===== config.mk =====
export PLATFORM = sky130hd
export DESIGN_NAME = cascade_counter
export DESIGN_NICKNAME = d
export VERILOG_FILES = /design/src/rtl/cnt4_stage.sv /design/src/rtl/cascade_counter.sv
export SDC_FILE = /design/constraint.sdc
export NUM_CORES = 1
export LEC_CHECK = 0
export ABC_AREA = 1
export BUFFER_PORTS_ARGS = -buffer_cell sky130_fd_sc_hd__buf_4
export CORE_MARGIN = 2
export CORE_UTILIZATION = 35
export CTS_BUF_LIST = sky130_fd_sc_hd__clkbuf_4 sky130_fd_sc_hd__clkbuf_8
export DETAILED_ROUTE_END_ITERATION = 6
export HOLD_SLACK_MARGIN = 0.03
export SYNTH_ARGS = -nofsm -noshare
export SYNTH_HDL_FRONTEND = slang
export SYNTH_SLANG_ARGS = --single-unit

===== constraint.sdc =====
create_clock -name clk -period 1.45 [get_ports clk]
set_input_delay 0 -clock clk [delete_from_list [all_inputs] [get_ports clk]]
set_output_delay 0 -clock clk [all_outputs]
set_load 0.01 [all_outputs]

===== src/rtl/cnt4_stage.sv =====
module cnt4_stage (
  input  logic       clk,
  input  logic       clr_n,
  input  logic       ld_n,
  input  logic       enp,
  input  logic       ent,
  input  logic [3:0] d,
  output logic [3:0] q,
  output logic       tc
);
  always_ff @(posedge clk) begin
    if (!clr_n)          q <= 4'd0;
    else if (!ld_n)      q <= d;
    else if (enp && ent) q <= q + 4'd1;
  end

  assign tc = ent & (&q);

  logic armed = 1'b0;
  always_ff @(posedge clk) if (!clr_n || !ld_n) armed <= 1'b1;

  AST_STAGE_TC_NEEDS_ENT: assert property (@(posedge clk) disable iff (!armed) tc |-> ent);
  AST_STAGE_HOLD: assert property (@(posedge clk) disable iff (!armed)
    (clr_n && ld_n && !ent) |=> $stable(q));
endmodule


===== src/rtl/cascade_counter.sv =====
module cascade_counter #(
  parameter int STAGES = 2
) (
  input  logic              clk,
  input  logic              clr_n,
  input  logic              ld_n,
  input  logic              en_par,
  input  logic              en_trk,
  input  logic [4*STAGES-1:0] din,
  output logic [4*STAGES-1:0] count,
  output logic              carry
);
  localparam int W = 4 * STAGES;

  logic [STAGES-1:0] tcv;
  logic              look;

  assign look = tcv[0] & en_par;

  for (genvar k = 0; k < STAGES; k++) begin : g_stage
    logic enp_k, ent_k;
    if (k == 0) begin : g_first
      assign enp_k = en_par;
      assign ent_k = en_trk;
    end else begin : g_next
      assign enp_k = look;
      assign ent_k = tcv[k-1];
    end
    cnt4_stage u_stage (
      .clk  (clk),
      .clr_n(clr_n),
      .ld_n (ld_n),
      .enp  (enp_k),
      .ent  (ent_k),
      .d    (din[4*k +: 4]),
      .q    (count[4*k +: 4]),
      .tc   (tcv[k])
    );
  end

  assign carry = tcv[STAGES-1];

  logic armed = 1'b0;
  always_ff @(posedge clk) if (!clr_n || !ld_n) armed <= 1'b1;

  AST_CLEAR_ZERO: assert property (@(posedge clk) !clr_n |=> count == '0);
  AST_LOAD_DATA: assert property (@(posedge clk) (clr_n && !ld_n) |=> count == $past(din));
  AST_COUNT_STEP: assert property (@(posedge clk) disable iff (!armed)
    (clr_n && ld_n && en_par && en_trk) |=> count == W'($past(count) + 1'b1));
  AST_HOLD_VALUE: assert property (@(posedge clk) disable iff (!armed)
    (clr_n && ld_n && !(en_par && en_trk)) |=> $stable(count));
  AST_CARRY_MATCH: assert property (@(posedge clk) disable iff (!armed)
    carry == (en_trk && (count == {W{1'b1}})));
endmodule


# == Word level (Yosys, flattened, before mapping) ==
# Cells that the tools add are included.
# classes
n_addsub,2
eq_ne,2
muxes,4
n_bitwise,3
n_reduce_logical,4
# op_table
cell,count
4-bit 2-to-1 mux,4
4-bit by 1-bit adder with 4-bit output (second input constant),2
4-bit AND reduction,2
2-bit by 1-bit != test with 1-bit output (second input constant),2
1-bit bitwise AND,3
1-bit logical AND,2
# totals
ff_bits,8
out_inout_bits,9

# == Logic depth before layout (Yosys ltp) ==
# logic_depth
depth_word,6
depth_mapped,8

# == Hierarchy ==
# From an unflattened synthesis, not the netlist that was laid out.
# unflattened
hier_cells,78
hier_area_um2,490.5
# modules_own_cells
mod,n_inst,cells_per_inst,area_per_inst_um2,seq_area_each_um2
cnt4_stage,2,38,241.5,80.1
cascade_counter,1,2,7.5,0.0

# == Worst setup path before layout ==
# OpenSTA, ideal clock, no wires.
# synth_path
kind,register -> register
from,reg g_stage[0].u_stage.q[0]
to,reg g_stage[1].u_stage.q[0]
setup_ps,116
arrival_time_ps,1105
required_time_ps,1334
slack_ps,229
path_stages_with_launch,9
n_path_buf,0
period_less_slack_ps,1221
path_cell_list,dfxtp_1 > ha_1 > nand2_2 > nor2_2 > nand2_2 > nand2_4 > inv_1 > nor2_1 > nor2_1
# synth_between
elab_chain_cells,5
# synth_rtl
element,line,source
"start, declared",cnt4_stage.sv:8,"output logic [3:0] q,"
"start signal, assigned",cnt4_stage.sv:14,else if (enp && ent) q <= q + 4'd1;
4-bit AND reduction (*),cnt4_stage.sv:17,assign tc = ent & (&q);
1-bit bitwise AND (*),cnt4_stage.sv:17,
1-bit bitwise AND,cascade_counter.sv:18,assign look = tcv[0] & en_par;
1-bit logical AND (*),cnt4_stage.sv:14,
2-bit by 1-bit != test with 1-bit output (no source line) (*),--,
"end signal, assigned",cnt4_stage.sv:14,
"end, declared",cnt4_stage.sv:8,
# Mark *: on every way between the ends. The rest lies on a longest branch, timed or not.
# A chain may end at the register's enable or synchronous reset.

# == Worst setup path in the final report ==
# layout_path
from,reg g_stage[0].u_stage.q[0]
to,out carry
# layout_between
elab_chain_cells,3
# layout_rtl
element,line,source
4-bit AND reduction,cnt4_stage.sv:17,
1-bit bitwise AND (2 in a row),cnt4_stage.sv:17,
"end, declared",cascade_counter.sv:11,output logic carry
# No other way between the ends.

==> flow_summary.yaml <==
run_status:
  status: "completed"
cts:
  htree_num_levels: 1
  cts_root_buffer: "clkbuf_4"
  post_cts_buffers: 0
  cts_tree: "done"
  clk_path_buf_depth: 2
  cts_hold_buf: 2
  clk_latency_ns: 0.26
  cts_sinks: 8
  post_cts_resized: 0
  numCtsBuffers: 3
  clkTransAtPathRegs_ns: 0.05
logic_synthesis:
  synth_area_per_cell_um2: 6.91
  synthSimpleGateAreaFrac_pct: 44.7
  synthXorXnorAreaFrac_pct: 1.69
  netlist_area_um2: 518
  syn-instance-count: 75
  yosysWarnings: 0
  ys_ff_latch: 8
  syn_nets: 90
  synth_compound_gate_area_share_pct: 10.9
  synth.top_cell.area_share_pct: 30.9
  yosysTopAreaCell: "dfxtp_1"
  yosysSeqAreaShare_pct: 30.9
  yosys-mux-area-fraction_pct: 0
  synth_top_family_by_area: "simple AND/OR/NAND/NOR gates"
  synthDistinctLibCells: 22
  yosys.area_share.adder_pct: 4.83
  ys_top_cells_by_area: "dfxtp_1 (31%), nand2_1 (14%), nor2_1 (8.0%)"
grt:
  grt_busiest_layer: "met1"
  grtUsageMet3_pct: 6.47
  use_met1_pct: 20.8
  grt_overflow: 0
  grt_pass1_vias: 470
  grt.total_usage_pct: 15.0
  grt_use_met2_pct: 20.0
  grt_pass1_wl_mm: 2.02
  grt_max_degree: 13
  antenna_found_initial: 0
timing:
  timing.final.ws_setup_ns: 0.164
  hold_violations: 0
  fin_crit_sh_pct: 88.7
  max_freq_mhz: 778
  relSlewSlack_pct: 82.0
  slew_violations: 0
  finalSetupViolCount: 0
  fin_worst_skew_ns: 0.00639
  rsz0062_at_grt: "no"
  worstMarginPinSlew_ns: 0.270
  period_minus_slack_ns: 1.29
  setup_tns_ns: 0
finish:
  final_cell_mix: "buf_4 (21), nand2_1 (19), nor2_1 (11)"
  largest_reg_flops: 8
  reg_top3: "g_stage.u_stage.q: 8 flops"
  drive_above_1_share_pct: 34.0
  nets: 117
  regMostFlops: "g_stage.u_stage.q"
  fin_cells: 115
  layout_commonest_cell: "buf_4"
  num_antenna_cells: 0
  num-fill-cells: 133
  area_growth_pct: 39.6
die:
  coreArea_um2: 1330
  dieHeight_um: 42.5
  dieArea_um2: 1800
  initial_core_util_pct: 38.8
  io_pins: 22
  core.rowCount: 13
  fp.dieW_um: 42.5
placement:
  dpl.hpwl_um: 912
  place_ws_ns: 0.201
  gp_congestion: 0.807
  dp.cells: 110
  numPortBuffers: 21
setup_path:
  worstSetupPathType: "register to output port"
  cp-start-kind: "register"
  cp_max_fo: 5
  crit_path_end_kind: "output port"
  required_ns: 1.45
  arrival_ns: 1.29
power:
  leakagePower_uw: 0.000343
  max-vdd-ir-drop_v: 0.000439
  p_per_area_nw_per_um2: 786
route:
  ant_nets: 0
  dr.pass1.iters: 4
  wl_mm: 1.17
  remaining_drc_errors: 0
  drt_iter0_drc: 7
  num_vias: 542
  drt-wirelength-per-cell_um: 10.1
  vias_per_cell: 4.71
hold_path:
  worstHoldPathType: "primary input to register"
flow_run:
  maxCapViolations: 0
-- cell usage after synthesis (all sizes together) --
| library cell | instances |
|---|---|
| nor3 | 2 |
| inv | 6 |
| nand2 | 22 |
| a31oi | 2 |
| clkbuf | 1 |
| ha | 2 |
| nand3 | 5 |
| o21ai | 6 |
| xnor2 | 1 |
| or2 | 2 |
| a21oi | 2 |
| nor2 | 13 |
| nand3b | 1 |
| dfxtp | 8 |
| nand4 | 2 |
-- through the flow --
stage / power (uW) / area, um2 / utilization [%] / hold slack [ns]
after CTS: 578 / 723 / 54.2 / 0.0320
after global routing: 599 / 723 / 54.2 / 0.0714
after floorplan: 334 / 518 / - / 0.136
after detailed placement: 396 / 681 / 51.0 / 0.287
final: 569 / 723 / 54.2 / 0.0370
after global placement: 397 / 681 / 51.0 / 0.282
-- layer usage --
layer | part of all wire [%] | wire [um]
met5 | 0 | 0
met4 | 1.2 | 14
met2 | 40 | 470
met3 | 8.4 | 98
met1 | 50 | 584
-- cells by family after synthesis --
family	after synthesis
adders and majority gates	2
AOI/OAI and AO/OA	10
DFF	8
buffers and inverters	7
and+or+nand+nor	47
xor gates and xnor gates	1
-- worst paths after layout --
path                            from                 endpoint  slack, ns  cells after the start
max          g_stage[0].u_stage.q[0]                    carry       0.16                      6
max reg2reg  g_stage[0].u_stage.q[0]  g_stage[1].u_stage.q[0]       0.19                      8
min                           din[0]  g_stage[0].u_stage.q[0]       0.04                      3
min reg2reg  g_stage[0].u_stage.q[3]  g_stage[0].u_stage.q[3]       0.52                      2
-- final cells by class --
type	count	area (um2)	share of cell area [%]
Tap cell	15	18.8	2.60
Multi-Input combinational cell	60	322	44.5
Timing Repair Buffer	23	178	24.6
Clock buffer	3	22.5	3.11
Sequential cell	8	160	22.1
Inverter	6	22.5	3.11
-- report_power, final --
group	total [uW]	leakage, uW	internal, uW	switching, uW
logic	138	0.000263	73.6	63.9
clock network	173	0.0000138	94.9	78.5
registers	258	0.0000663	236	21.3
-- critical path, cell delays in order, from the launching register on --
cell and delay, ns:
dfxtp_1 0.38, ha_1 0.20, nand2_2 0.07, nor2_2 0.14
inv_1 0.05, nor2_1 0.08, buf_4 0.12
Note: power is estimated with default switching activity, not from simulation.
